`config.mk`:
```
export PLATFORM = sky130hd
export DESIGN_NAME = ata_rst_ctrl
export DESIGN_NICKNAME = d
export VERILOG_FILES = /design/src/rtl/ata_rst_pkg.sv /design/src/rtl/ata_rst_fsm.sv /design/src/rtl/ata_rst_status.sv /design/src/rtl/ata_rst_bus.sv /design/src/rtl/ata_rst_ctrl.sv
export SDC_FILE = /design/constraint.sdc
export NUM_CORES = 1
export LEC_CHECK = 0
export CORE_ASPECT_RATIO = 0.9
export CORE_MARGIN = 4
export CORE_UTILIZATION = 33
export DETAILED_ROUTE_END_ITERATION = 12
export PLACE_DENSITY = 0.72
export SLEW_MARGIN = 30
export SYNTH_ARGS = -nofsm -noshare
export SYNTH_HDL_FRONTEND = slang
export SYNTH_SLANG_ARGS = --single-unit
```
`constraint.sdc`:
```
create_clock -name clk -period 1.6 [get_ports clk]
set_clock_uncertainty 0.15 [all_clocks]
set_input_delay 0.24 -clock clk [delete_from_list [all_inputs] [get_ports clk]]
set_output_delay 0.24 -clock clk [all_outputs]
set_load 0.02 [all_outputs]
```
`src/rtl/ata_rst_pkg.sv`:
```
package ata_rst_pkg;

  typedef enum logic [1:0] {
    ST_IDLE  = 2'b00,
    ST_HWRST = 2'b01,
    ST_SWRST = 2'b10
  } rst_state_e;

  localparam logic [7:0] DIAG_PASS_CODE = 8'h01;

  // Ready bit after a reset: set only for non-packet devices.
  function automatic logic ready_after_reset(input logic is_packet);
    return ~is_packet;
  endfunction

  // A second device on a shared cable sees no device beyond it.
  function automatic logic peer_view(input logic shared_dev1, input logic pin);
    return shared_dev1 ? 1'b0 : pin;
  endfunction

  // Drive-active level held while hardware reset is in progress.
  function automatic logic dasp_in_reset(input logic shared_dev1);
    return shared_dev1;
  endfunction

  // Diagnostic-pass level driven once diagnostics have completed.
  function automatic logic pdiag_after_diag(input logic shared_dev1);
    return shared_dev1;
  endfunction

endpackage

```
`src/rtl/ata_rst_fsm.sv`:
```
module ata_rst_fsm
  import ata_rst_pkg::*;
(
  input  logic       clk,
  input  logic       rst_n,
  input  logic       hw_rst_i,
  input  logic       ctl_we_i,
  input  logic       ctl_srst_i,
  output rst_state_e state_o,
  output logic       hw_enter_o,
  output logic       hw_exit_o,
  output logic       sw_enter_o,
  output logic       sw_exit_o
);

  rst_state_e st_q;
  rst_state_e st_d;

  always_comb begin
    hw_enter_o = hw_rst_i && (st_q != ST_HWRST);
    hw_exit_o  = !hw_rst_i && (st_q == ST_HWRST);
    sw_enter_o = !hw_rst_i && ctl_we_i && ctl_srst_i && (st_q == ST_IDLE);
    sw_exit_o  = !hw_rst_i && ctl_we_i && !ctl_srst_i && (st_q == ST_SWRST);
  end

  always_comb begin
    st_d = st_q;
    if (hw_enter_o)      st_d = ST_HWRST;
    else if (hw_exit_o)  st_d = ST_IDLE;
    else if (sw_enter_o) st_d = ST_SWRST;
    else if (sw_exit_o)  st_d = ST_IDLE;
  end

  always_ff @(posedge clk or negedge rst_n) begin
    if (!rst_n) st_q <= ST_HWRST;
    else        st_q <= st_d;
  end

  assign state_o = st_q;

endmodule

```
`src/rtl/ata_rst_status.sv`:
```
module ata_rst_status
  import ata_rst_pkg::*;
#(
  parameter int          SPT_W       = 8,
  parameter int          HPC_W       = 5,
  parameter int          SECTORS     = 63,
  parameter int          HEADS       = 16,
  parameter bit          DEV1_SHARED = 1'b0
) (
  input  logic             clk,
  input  logic             rst_n,
  input  logic             hw_enter_i,
  input  logic             hw_exit_i,
  input  logic             sw_enter_i,
  input  logic             sw_exit_i,
  input  logic             packet_i,
  input  logic             pdiag_i,
  input  logic             dasp_i,
  output logic             bsy_o,
  output logic             drdy_o,
  output logic [7:0]       err_o,
  output logic             diag_start_o,
  output logic [SPT_W-1:0] spt_o,
  output logic [HPC_W-1:0] hpc_o,
  output logic             peer_pdiag_o,
  output logic             peer_dasp_o
);

  localparam logic [SPT_W-1:0] SPT_INIT = SPT_W'(SECTORS);
  localparam logic [HPC_W-1:0] HPC_INIT = HPC_W'(HEADS);

  logic any_enter;
  logic any_exit;

  assign any_enter = hw_enter_i || sw_enter_i;
  assign any_exit  = hw_exit_i  || sw_exit_i;

  always_ff @(posedge clk or negedge rst_n) begin
    if (!rst_n) begin
      bsy_o        <= 1'b1;
      drdy_o       <= 1'b0;
      err_o        <= '0;
      diag_start_o <= 1'b0;
    end else begin
      diag_start_o <= any_exit;
      if (any_enter) begin
        bsy_o  <= 1'b1;
        drdy_o <= 1'b0;
      end else if (any_exit) begin
        bsy_o  <= 1'b0;
        drdy_o <= ready_after_reset(packet_i);
        err_o  <= DIAG_PASS_CODE;
      end
    end
  end

  always_ff @(posedge clk or negedge rst_n) begin
    if (!rst_n) begin
      spt_o        <= '0;
      hpc_o        <= '0;
      peer_pdiag_o <= 1'b0;
      peer_dasp_o  <= 1'b0;
    end else if (hw_exit_i) begin
      spt_o        <= SPT_INIT;
      hpc_o        <= HPC_INIT;
      peer_pdiag_o <= peer_view(DEV1_SHARED, pdiag_i);
      peer_dasp_o  <= peer_view(DEV1_SHARED, dasp_i);
    end
  end

endmodule

```
`src/rtl/ata_rst_bus.sv`:
```
module ata_rst_bus
  import ata_rst_pkg::*;
#(
  parameter bit DEV1_SHARED = 1'b0
) (
  input  logic clk,
  input  logic rst_n,
  input  logic hw_enter_i,
  input  logic hw_exit_i,
  input  logic sw_enter_i,
  input  logic sw_exit_i,
  output logic iordy_o,
  output logic intrq_o,
  output logic dmarq_o,
  output logic pdiag_o,
  output logic dasp_o
);

  always_ff @(posedge clk or negedge rst_n) begin
    if (!rst_n) begin
      iordy_o <= 1'b0;
      intrq_o <= 1'b0;
      dmarq_o <= 1'b0;
      pdiag_o <= 1'b0;
    end else if (hw_enter_i || sw_enter_i) begin
      iordy_o <= 1'b0;
      intrq_o <= 1'b0;
      dmarq_o <= 1'b0;
      pdiag_o <= 1'b0;
    end else if (hw_exit_i || sw_exit_i) begin
      iordy_o <= 1'b1;
      pdiag_o <= pdiag_after_diag(DEV1_SHARED);
    end
  end

  always_ff @(posedge clk or negedge rst_n) begin
    if (!rst_n)          dasp_o <= dasp_in_reset(DEV1_SHARED);
    else if (hw_enter_i) dasp_o <= dasp_in_reset(DEV1_SHARED);
    else if (hw_exit_i)  dasp_o <= 1'b0;
  end

endmodule

```
`src/rtl/ata_rst_ctrl.sv`:
```
module ata_rst_ctrl
  import ata_rst_pkg::*;
#(
  parameter int SPT_W       = 8,
  parameter int HPC_W       = 5,
  parameter int SECTORS     = 63,
  parameter int HEADS       = 16,
  parameter bit DEV1_SHARED = 1'b0
) (
  input  logic             clk,
  input  logic             rst_n,
  input  logic             hw_rst_i,
  input  logic             ctl_we_i,
  input  logic             ctl_srst_i,
  input  logic             packet_i,
  input  logic             pdiag_i,
  input  logic             dasp_i,
  output logic [1:0]       state_o,
  output logic             bsy_o,
  output logic             drdy_o,
  output logic [7:0]       err_o,
  output logic             diag_start_o,
  output logic [SPT_W-1:0] spt_o,
  output logic [HPC_W-1:0] hpc_o,
  output logic             peer_pdiag_o,
  output logic             peer_dasp_o,
  output logic             iordy_o,
  output logic             intrq_o,
  output logic             dmarq_o,
  output logic             pdiag_o,
  output logic             dasp_o
);

  rst_state_e state;
  logic       ev_hw_enter;
  logic       ev_hw_exit;
  logic       ev_sw_enter;
  logic       ev_sw_exit;

  ata_rst_fsm u_fsm (
    .clk        (clk),
    .rst_n      (rst_n),
    .hw_rst_i   (hw_rst_i),
    .ctl_we_i   (ctl_we_i),
    .ctl_srst_i (ctl_srst_i),
    .state_o    (state),
    .hw_enter_o (ev_hw_enter),
    .hw_exit_o  (ev_hw_exit),
    .sw_enter_o (ev_sw_enter),
    .sw_exit_o  (ev_sw_exit)
  );

  ata_rst_status #(
    .SPT_W       (SPT_W),
    .HPC_W       (HPC_W),
    .SECTORS     (SECTORS),
    .HEADS       (HEADS),
    .DEV1_SHARED (DEV1_SHARED)
  ) u_status (
    .clk          (clk),
    .rst_n        (rst_n),
    .hw_enter_i   (ev_hw_enter),
    .hw_exit_i    (ev_hw_exit),
    .sw_enter_i   (ev_sw_enter),
    .sw_exit_i    (ev_sw_exit),
    .packet_i     (packet_i),
    .pdiag_i      (pdiag_i),
    .dasp_i       (dasp_i),
    .bsy_o        (bsy_o),
    .drdy_o       (drdy_o),
    .err_o        (err_o),
    .diag_start_o (diag_start_o),
    .spt_o        (spt_o),
    .hpc_o        (hpc_o),
    .peer_pdiag_o (peer_pdiag_o),
    .peer_dasp_o  (peer_dasp_o)
  );

  ata_rst_bus #(
    .DEV1_SHARED (DEV1_SHARED)
  ) u_bus (
    .clk        (clk),
    .rst_n      (rst_n),
    .hw_enter_i (ev_hw_enter),
    .hw_exit_i  (ev_hw_exit),
    .sw_enter_i (ev_sw_enter),
    .sw_exit_i  (ev_sw_exit),
    .iordy_o    (iordy_o),
    .intrq_o    (intrq_o),
    .dmarq_o    (dmarq_o),
    .pdiag_o    (pdiag_o),
    .dasp_o     (dasp_o)
  );

  assign state_o = state;

endmodule

```
==> results of run 1 <==
[kinds of logic (layout without fill, tap and decap cells)]
| logic type | count (synthesis) | in the layout | synth area share |
|---|---|---|---|
| buffers and inverters | 28 | 39 | 0.289 |
| DFF | 10 | 10 | 0.367 |
| xor gates and xnor gates | 1 | 1 | 0.0127 |
| and+or+nand+nor | 8 | 8 | 0.0709 |
| AOI/OAI and AO/OA | 11 | 11 | 0.122 |
| muxes | 5 | 5 | 0.0782 |
| adders and majority gates | 3 | 3 | 0.0546 |
| other | 1 | 17 | 0.00545 |
[placed cells by master, fill, tap and decap left out, drive strengths merged, types with 2 or more instances in the layout]
cell type       n
ha              3
dlymetal6s2s    3
dfstp           2
clkdlybuf4s50   5
dfrtp           8
dlygate4sd2    14
buf             8
conb           17
clkbuf          5
mux2i           2
o21ai           4
nor2            2
mux2            3
inv             4
nand2b          2
[per-layer routing]
layer / vias up / share of wire
li1: 242 / -
met1: 227 / 0.35
met2: 26 / 0.55
met3: 0 / 0.099
met4: 0 / 0
met5: - / 0
[registers in the layout, indices dropped and copies added, names as in the netlist]
name and flops:
u_status.peer_pdiag_o 1, u_fsm.state_o 2, u_status.diag_start_o 1, u_status.spt_o 1, u_status.peer_dasp_o 1, u_status.err_o 1, u_status.bsy_o 1, u_status.drdy_o 1
u_bus.iordy_o 1
[metrics by stage]
| step | hold slack, ns | power [mW] | cells | TNS (ns) | worst slack [ns] |
|---|---|---|---|---|---|
| 2_1_floorplan | -0.206 | 0.831 | 83 | -0.0705 | -0.0242 |
| 3_3_place_gp | 0.312 | 1.09 | 115 | -1.90 | -0.247 |
| 3_5_place_dp | 0.319 | 1.11 | 115 | -2.34 | -0.316 |
| 4_1_cts | 0.142 | 1.32 | 119 | 0 | 0.00555 |
| 5_1_grt | 0.161 | 1.45 | 119 | -0.0261 | -0.0231 |
| 6_report | 0.134 | 1.37 | 119 | 0 | 0.0287 |
[final timing paths]
check                      slack (ns)                           from                                to  depth (start not counted)
min in group clk                 0.32  u_status.err_o[0]$_DFFE_PN0P_     u_status.err_o[0]$_DFFE_PN0P_                          2
setup / recovery                 0.03   u_fsm.state_o[0]$_DFFE_PN1P_  u_status.peer_dasp_o$_DFFE_PN0P_                          5
setup reg to reg                 0.03   u_fsm.state_o[0]$_DFFE_PN1P_  u_status.peer_dasp_o$_DFFE_PN0P_                          5
hold / removal                   0.13                          rst_n   u_status.diag_start_o$_DFF_PN0_                          1
hold reg to reg                  0.32  u_status.err_o[0]$_DFFE_PN0P_     u_status.err_o[0]$_DFFE_PN0P_                          2
max in group asynchronous        0.82                          rst_n      u_fsm.state_o[0]$_DFFE_PN1P_                          1
[Yosys cell counts]
cell type,instances,area [um2]
o21ai_2,1,8.76
mux2_1,1,11.3
inv_1,4,15.0
dfrtp_1,8,200
o41ai_2,1,16.3
ha_1,3,37.5
or3b_1,1,8.76
mux2i_1,2,20.0
mux2_2,2,22.5
conb_1,1,3.75
a211o_1,1,8.76
nor3b_1,1,7.51
xnor2_1,1,8.76
o21ai_0,3,15.0
o31ai_1,1,7.51
nor2b_1,1,6.26
or2_2,1,6.26
a21oi_1,1,5.00
nor2_1,2,7.51
o211ai_1,1,7.51
buf_6,1,11.3
o21bai_1,1,7.51
a211oi_1,1,7.51
nand2b_1,2,12.5
dfstp_2,2,52.6
buf_4,23,173
[layout make-up]
cell class,count,area [um2]
Multi-Input combinational cell,45,354
Timing Repair Buffer,31,283
Sequential cell,10,254
Tap cell,25,31.3
Inverter,4,15.0
Clock buffer,4,36.3
Fill cell,191,978
[power by group through the flow]
stage               Combinational [mW]  Clock (mW)  Sequential [mW]
floorplan                        0.306           0            0.525
global placement                 0.683           0            0.411
detailed placement               0.698           0            0.413
CTS                              0.675       0.235            0.413
global route                     0.775       0.249            0.430
finish                           0.730       0.225            0.418
[repair_timing]
action	in CTS	in global routing
gates resized for setup	20	13
pin swaps	0	2
endpoints found under the setup margin	21	10
==> out/summary.txt, run 1 <==
CTS HTree Levels: 1
CP bufs+invs: 2
Remaining DRCs: 0
Avg WL per Cell: 12.5 um
fmax: 636 MHz
flops & latches, synth: 10
post-synthesis cell count: 67
min-delay worst type: in -> async
yosys warns: 0
Cell Int Power: 0.845 mW
Critical Path, Cell by Cell: nand2b_4 -> inv_2 -> ha_4 -> buf_6 -> mux2_2
row cnt: 15
Worst-path clk slew: 0.07 ns
DRT Wirelength: 1480 um
fin nets: 106
Die X: 56.1 um
clk_lat worst skew: 0.27 ns
post-route cell area: 973 um2
Vias per Instance: 4.16
clk root buf: clkbuf_4
GR Util met1: 0.0954
core box area: 1950 um2
Sink Count: 10
crit path capture type: flop
final core occ: 0.499
Required @ worst endpoint: 1.60 ns
DR vias: 495
total gr overflow: 0
GR peak layer: met2
Crit Path Category: reg -> reg
MaxCap Viol Count: 0
# hold bufs at CTS: 0
DPL Wire Length: 1090 um
CP max-delay cell: dfstp_2
Die Height: 51.3 um
Startpoint Class: flop
synthesis-to-layout area growth: 41.5%
port buffer count: 23
GR Layer Usage met3: 0.0556
Final ANT Viol Nets: 0
final hold vios: 0
Clock Power Share: 0.164
DR pass1 iterations: 4
initial drt markers: 7
post-synthesis cell type count: 26
clk buf depth: 2
die footprint: 2880 um2
Crit Path Max Fanout: 5
Slew Viols, Final: 0
IO Pins: 41
gpl congestion: 0.729
GR Util met2: 0.171
post-synthesis sequential area ratio: 0.367
Pwr Density: 1410 nW/um2
maximum vdd drop: 636 uV
Post-CTS Setup Inserts: 0
CTS tree: done
status: finished clean
dpl cell area: 892 um2
synthesized cell area: 688 um2
vias in the first global route: 430
Final Setup Violations: 0
critical path's top delay family: flip-flops
Flop pwr share: 0.305
fin crit share: 0.982
unrepaired setup endpoints after global routing: yes
GRT Total Usage: 0.0956
initial antenna violation count: 0
Mean Syn Cell Area: 10.3 um2
max incr delay on CP: 0.59 ns
ant diodes: 0
largest net degree at the start of global routing: 11
final worst path period need: 1.57 ns
leakage power: 0.479 nW
sw frac: 0.384
Starting Density: 0.353
combinational group share of total power: 0.532
share of cells above drive strength 1: 0.298
switching pwr: 0.527 mW
CP arrival: 1.57 ns
first-pass GRT wire length: 2030 um
total CTS buffers: 3
Note: power is estimated with default switching activity, not from simulation.
==> run 2, diff against run 1 <==
Settings changed: CORE_UTILIZATION 33 to 36, GPL_ROUTABILITY_DRIVEN set to 0, PLACE_DENSITY 0.72 to 0.75.
Clock period 1.6 ns to 1.51 ns, I/O delays scaled along.
==> run 2 against run 1 <==
The run now ends with negative setup slack left; clock-buffer cell count is the same; non-clock buffer count grew 1; fmax grew 0.31%; largest power group unchanged; utilization grew 6.8 points; wire length shrank 6.3%; critical endpoint unchanged; final cell count is the same; via count grew 4.0%; combinational power grew 15%; clock power shrank 20%.
==> out/summary.txt, run 2 (synthesized netlist as in run 1, its figures left out) <==
Vias per Instance: 4.33 (was 4.16)
Die X: 54.1 um (was 56.1 um)
final core occ: 0.567 (was 0.499)
Crit Path Category: reg -> reg (unchanged)
Startpoint Class: flop (unchanged)
status: finished with violations (was finished clean)
leakage power: 0.458 nW (was 0.479 nW)
Final Setup Violations: 8 (was 0)
final worst path period need: 1.57 ns (about the same)
Setup crit start: u_fsm.state_o[0]$_DFFE_PN1P_ (unchanged)
Sink Count: 10 (unchanged)
most frequent cells in the layout: 17 x conb_1, 14 x dlygate4sd2_1, 7 x dfrtp_1 (unchanged)
first-pass GRT wire length: 2210 um (was 2030 um)
Die Height: 49.5 um (was 51.3 um)
IO Pins: 41 (unchanged)
Multi-input gate area: 372 um2 (was 354 um2)
clk_lat worst skew: 0.26 ns (was 0.27 ns)
min-delay worst type: in -> async (unchanged)
Post-Place Cells: 114 (was 115)
setup ws final: -0.0564 ns (was 0.0287 ns)
fin crit share: 1.04 (was 0.982)
Remaining DRCs: 0 (unchanged)
Starting Density: 0.397 (was 0.353)
DR pass1 iterations: 2 (was 4)
total gr overflow: 0 (unchanged)
Worst-path clk slew: 0.06 ns (was 0.07 ns)
max incr delay on CP: 0.60 ns (was 0.59 ns)
initial drt markers: 3 (was 7)
MaxCap Viol Count: 0 (unchanged)
initial antenna violation count: 0 (unchanged)
DR vias: 515 (was 495)
CP arrival: 1.55 ns (was 1.57 ns)
cell depth of the worst setup path: 5 (unchanged)
Critical Path, Cell by Cell: nand2b_4 -> inv_4 -> ha_4 -> buf_6 -> mux2_4 (was nand2b_4 -> inv_2 -> ha_4 -> buf_6 -> mux2_2)
ant diodes: 0 (unchanged)
CTS HTree Levels: 1 (unchanged)
row cnt: 14 (was 15)
# hold bufs at CTS: 0 (unchanged)
Reg2Reg Depth: 5 (unchanged)
GRT Total Usage: 0.115 (was 0.0956)
most common cell after layout, fill and taps aside: conb_1 (unchanged)
CP max-delay cell: dfstp_2 (unchanged)
worst reg2reg path startpoint: u_fsm.state_o[0]$_DFFE_PN1P_ (unchanged)
Slew Viols, Final: 0 (unchanged)
final hold vios: 0 (unchanged)
Pwr Density: 1490 nW/um2 (was 1410 nW/um2)
DPL Wire Length: 1160 um (was 1090 um)
DRT Wirelength: 1390 um (was 1480 um)
fillers: 160 (was 191)
Avg WL per Cell: 11.7 um (was 12.5 um)
clk root buf: clkbuf_4 (unchanged)
critical path's top delay family: flip-flops (unchanged)
CTS tree: done (unchanged)
Register Area: 254 um2 (unchanged)
max reg flops: 2 (unchanged)
share of cells above drive strength 1: 0.337 (was 0.298)
dpl cell area: 918 um2 (was 892 um2)
largest net degree at the start of global routing: 11 (unchanged)
synthesis-to-layout area growth: 42.9% (was 41.5%)
failing checks: negative setup slack
post-route cell area: 983 um2 (was 973 um2)
die footprint: 2680 um2 (was 2880 um2)
port buffer count: 23 (unchanged)
Final ANT Viol Nets: 0 (unchanged)
crit path capture type: flop (unchanged)
Final Non-Filler Cells: 119 (unchanged)
CP bufs+invs: 2 (unchanged)
unrepaired setup endpoints after global routing: yes (unchanged)
clk buf depth: 2 (unchanged)
DP Worst Slack: -0.367 ns (was -0.316 ns)
Crit Path Max Fanout: 5 (unchanged)
maximum vdd drop: 624 uV (was 636 uV)
fin nets: 107 (was 106)
fmax: 638 MHz (was 636 MHz)
Required @ worst endpoint: 1.49 ns (was 1.60 ns)
total CTS buffers: 3 (unchanged)
core box area: 1730 um2 (was 1950 um2)
vias in the first global route: 497 (was 430)
==> run 2: changes by cell type in the layout (fill, tap and decap cells not counted), moves of 2 or more <==
cell            delta
dlymetal6s2s_1     -3
mux2_4             +2
buf_4              -2
clkbuf_2           +2
buf_6              +3
==> run 2: what timing repair did <==
action,4_1_cts,5_1_grt
endpoints found under the hold margin,0,0
setup endpoints to repair,24,11
resized for setup,32,5
buffers inserted,0,1
pin swaps,4,3
==> run 2: worst register-to-register path, cell delays in order, from the launching register on <==
cell      delay (ns)
dfstp_2         0.60
nand2b_4        0.10
inv_4           0.06
ha_4            0.14
buf_6           0.11
mux2_4          0.29
==> run 2: final timing paths <==
| kind | to | slack, ns |
|---|---|---|
| max reg2reg | u_status.peer_dasp_o$_DFFE_PN0P_ | -0.06 |
| min reg2reg | u_status.err_o[0]$_DFFE_PN0P_ | 0.32 |
| min | u_status.peer_pdiag_o$_DFFE_PN0P_ | 0.13 |
| max in group asynchronous | u_fsm.state_o[0]$_DFFE_PN1P_ | 0.74 |
| min in group clk | u_status.err_o[0]$_DFFE_PN0P_ | 0.32 |
| max | u_status.peer_dasp_o$_DFFE_PN0P_ | -0.06 |
==> run 2: final cells by class <==
type / instances / share of cell area
well taps: 24 / 0.0305
clock buffers: 4 / 0.0267
flip-flops and latches: 10 / 0.258
repair buffers: 32 / 0.289
inverters: 4 / 0.0178
multi-input cells: 45 / 0.378
==> run 2: power by group <==
group	switching (mW)	internal, mW
Sequential	0.0636	0.382
Clock	0.0789	0.101
Combinational	0.425	0.411
==> run 2: routing by layer <==
layer | track usage | part of all wire | wire length, um | up-vias
met4 | 0.0498 | 0.016 | 22 | 0
li1 | - | - | - | 240
met2 | 0.204 | 0.49 | 676 | 35
met1 | 0.112 | 0.36 | 497 | 236
met5 | 0 | 0 | 0 | -
met3 | 0.0482 | 0.14 | 191 | 4
==> run 2: metrics by stage <==
| stage | total power, mW | TNS, ns | hold slack [ns] |
|---|---|---|---|
| finish | 1.46 | -0.271 | 0.128 |
| CTS | 1.48 | -0.523 | 0.136 |
| global placement | 1.22 | -2.45 | 0.301 |
| global route | 1.57 | -0.669 | 0.140 |
| detailed placement | 1.25 | -2.88 | 0.323 |
| floorplan | 0.946 | -0.228 | -0.219 |
==> run 3, diff against run 2 <==
Settings changed: CTS_BUF_LIST set to sky130_fd_sc_hd__clkbuf_16.
==> run 3 against run 2 <==
Critical path depth shrank 4; the run still ends with negative setup slack left; fmax grew 0.88%; total power grew 19%; clock power grew to 2.5 times the previous value; via count shrank 1.6%; global-route usage grew 0.97 points.
==> out/summary.txt, run 3 (synthesized netlist as in run 1, its figures left out) <==
clk root buf: clkbuf_16 (was clkbuf_4)
failing checks: negative setup slack (unchanged)
row cnt: 14 (unchanged)
fin crit share: 1.03 (was 1.04)
hold slack: 0.157 ns (was 0.128 ns)
CP bufs+invs: 1 (was 2)
Startpoint Class: flop (unchanged)
DR vias: 507 (was 515)
Avg WL per Cell: 12.2 um (was 11.7 um)
Sink Count: 10 (unchanged)
vias in the first global route: 504 (was 497)
DR pass1 iterations: 2 (unchanged)
share of cells above drive strength 1: 0.305 (was 0.337)
most frequent cells in the layout: 17 x conb_1, 17 x dlygate4sd2_1, 7 x dfrtp_1 (was 17 x conb_1, 14 x dlygate4sd2_1, 7 x dfrtp_1)
Crit Path Category: reg -> out (was reg -> reg)
Worst-path clk slew: 0.04 ns (was 0.06 ns)
total gr overflow: 0 (unchanged)
port buffer count: 23 (unchanged)
Remaining DRCs: 0 (unchanged)
Crit Path Max Fanout: 5 (unchanged)
MaxCap Viol Count: 0 (unchanged)
crit path capture type: output pin (was flop)
largest net degree at the start of global routing: 11 (unchanged)
GRT Total Usage: 0.124 (was 0.115)
core box area: 1730 um2 (unchanged)
Die X: 54.1 um (unchanged)
initial antenna violation count: 0 (unchanged)
IO Pins: 41 (unchanged)
setup ws final: -0.0428 ns (was -0.0564 ns)
clk buf depth: 2 (unchanged)
unrepaired setup endpoints after global routing: yes (unchanged)
final worst path period need: 1.55 ns (was 1.57 ns)
Vias per Instance: 4.26 (was 4.33)
clk_lat worst skew: 0.23 ns (was 0.26 ns)
fin nets: 107 (unchanged)
max incr delay on CP: 0.59 ns (was 0.60 ns)
GR Layer Usage met3: 0.0572 (was 0.0482)
CTS tree: done (unchanged)
CTS HTree Levels: 1 (unchanged)
Final ANT Viol Nets: 0 (unchanged)
GR Util met2: 0.210 (was 0.204)
die footprint: 2680 um2 (unchanged)
DPL Wire Length: 1160 um (unchanged)
Final Non-Filler Cells: 119 (unchanged)
GR peak layer: met2 (unchanged)
CP max-delay cell: dfstp_2 (unchanged)
DP Worst Slack: -0.367 ns (unchanged)
critical path's top delay family: flip-flops (unchanged)
max reg flops: 2 (unchanged)
final hold vios: 0 (unchanged)
Required @ worst endpoint: 1.13 ns (was 1.49 ns)
first-pass GRT wire length: 2300 um (was 2210 um)
Tot Pwr: 1.73 mW (was 1.46 mW)
GR Util met1: 0.114 (was 0.112)
CP arrival: 1.18 ns (was 1.55 ns)
status: finished with violations (unchanged)
min-delay worst type: in -> async (unchanged)
Slew Viols, Final: 0 (unchanged)
ant diodes: 0 (unchanged)
Starting Density: 0.397 (unchanged)
final setup TNS: -0.252 ns (was -0.271 ns)
Final Setup Violations: 9 (was 8)
DRT Wirelength: 1450 um (was 1390 um)
total CTS buffers: 3 (unchanged)
leakage power: 0.485 nW (was 0.458 nW)
initial drt markers: 1 (was 3)
Die Height: 49.5 um (unchanged)
maximum vdd drop: 789 uV (was 624 uV)
Critical Path, Cell by Cell: dlygate4sd2_1 (was nand2b_4 -> inv_4 -> ha_4 -> buf_6 -> mux2_4)
synthesis-to-layout area growth: 50.2% (was 42.9%)
Post-Place Cells: 114 (unchanged)
fmax: 644 MHz (was 638 MHz)
Pwr Density: 1680 nW/um2 (was 1490 nW/um2)
## run 3: cell count changes in the layout (fill, tap and decap cells not counted), sizes merged
cell	before	now
clkbuf	7	3
clkdlybuf4s15	0	1
clkdlybuf4s50	6	5
dlygate4sd2	14	17
inv	4	5
## run 3: path summary, 6_finish.rpt
| kind | start | endpoint | slack [ns] | cells after the start |
|---|---|---|---|---|
| worst max-delay path | u_fsm.state_o[0]$_DFFE_PN1P_ | state_o[0] | -0.04 | 1 |
| worst min-delay path | rst_n | u_status.peer_pdiag_o$_DFFE_PN0P_ | 0.16 | 1 |
| worst max register to register | u_fsm.state_o[0]$_DFFE_PN1P_ | u_fsm.state_o[0]$_DFFE_PN1P_ | -0.04 | 5 |
| worst min register to register | u_status.err_o[0]$_DFFE_PN0P_ | u_status.err_o[0]$_DFFE_PN0P_ | 0.32 | 2 |
| max in group asynchronous | rst_n | u_fsm.state_o[0]$_DFFE_PN1P_ | 0.72 | 1 |
| min in group clk | u_status.err_o[0]$_DFFE_PN0P_ | u_status.err_o[0]$_DFFE_PN0P_ | 0.32 | 2 |
## run 3: power breakdown
part           internal, mW  total (mW)  switching, mW
logic                 0.409       0.830          0.421
clock network         0.346       0.457          0.111
registers             0.383       0.447         0.0639
## run 3: final cells by class
class	instances	area [um2]
Timing Repair Buffer	32	292
Clock inverter	1	3.75
Clock buffer	3	75.1
Tap cell	24	30.0
Sequential cell	10	254
Fill cell	157	701
Inverter	4	17.5
Multi-Input combinational cell	45	362
## run 3: per-layer routing
metal	vias to the layer above	wire length, um
met5	-	0
met4	0	37
met3	4	189
met2	35	700
met1	230	520
li1	238	-
## run 3: through the flow
| stage | cell area [um2] | utilization |
|---|---|---|
| 2_1_floorplan | 782 | - |
| 3_3_place_gp | 918 | 0.530 |
| 3_5_place_dp | 918 | 0.530 |
| 4_1_cts | 1020 | 0.589 |
| 5_1_grt | 1030 | 0.596 |
| 6_report | 1030 | 0.596 |
## run 3: timing repair
action | CTS | global route
hold endpoints to repair | 0 | 0
endpoints found under the setup margin | 25 | 10
pin swaps | 4 | 2
hold buffers | 0 | 0
setup buffers | 0 | 1
resized for setup | 29 | 2
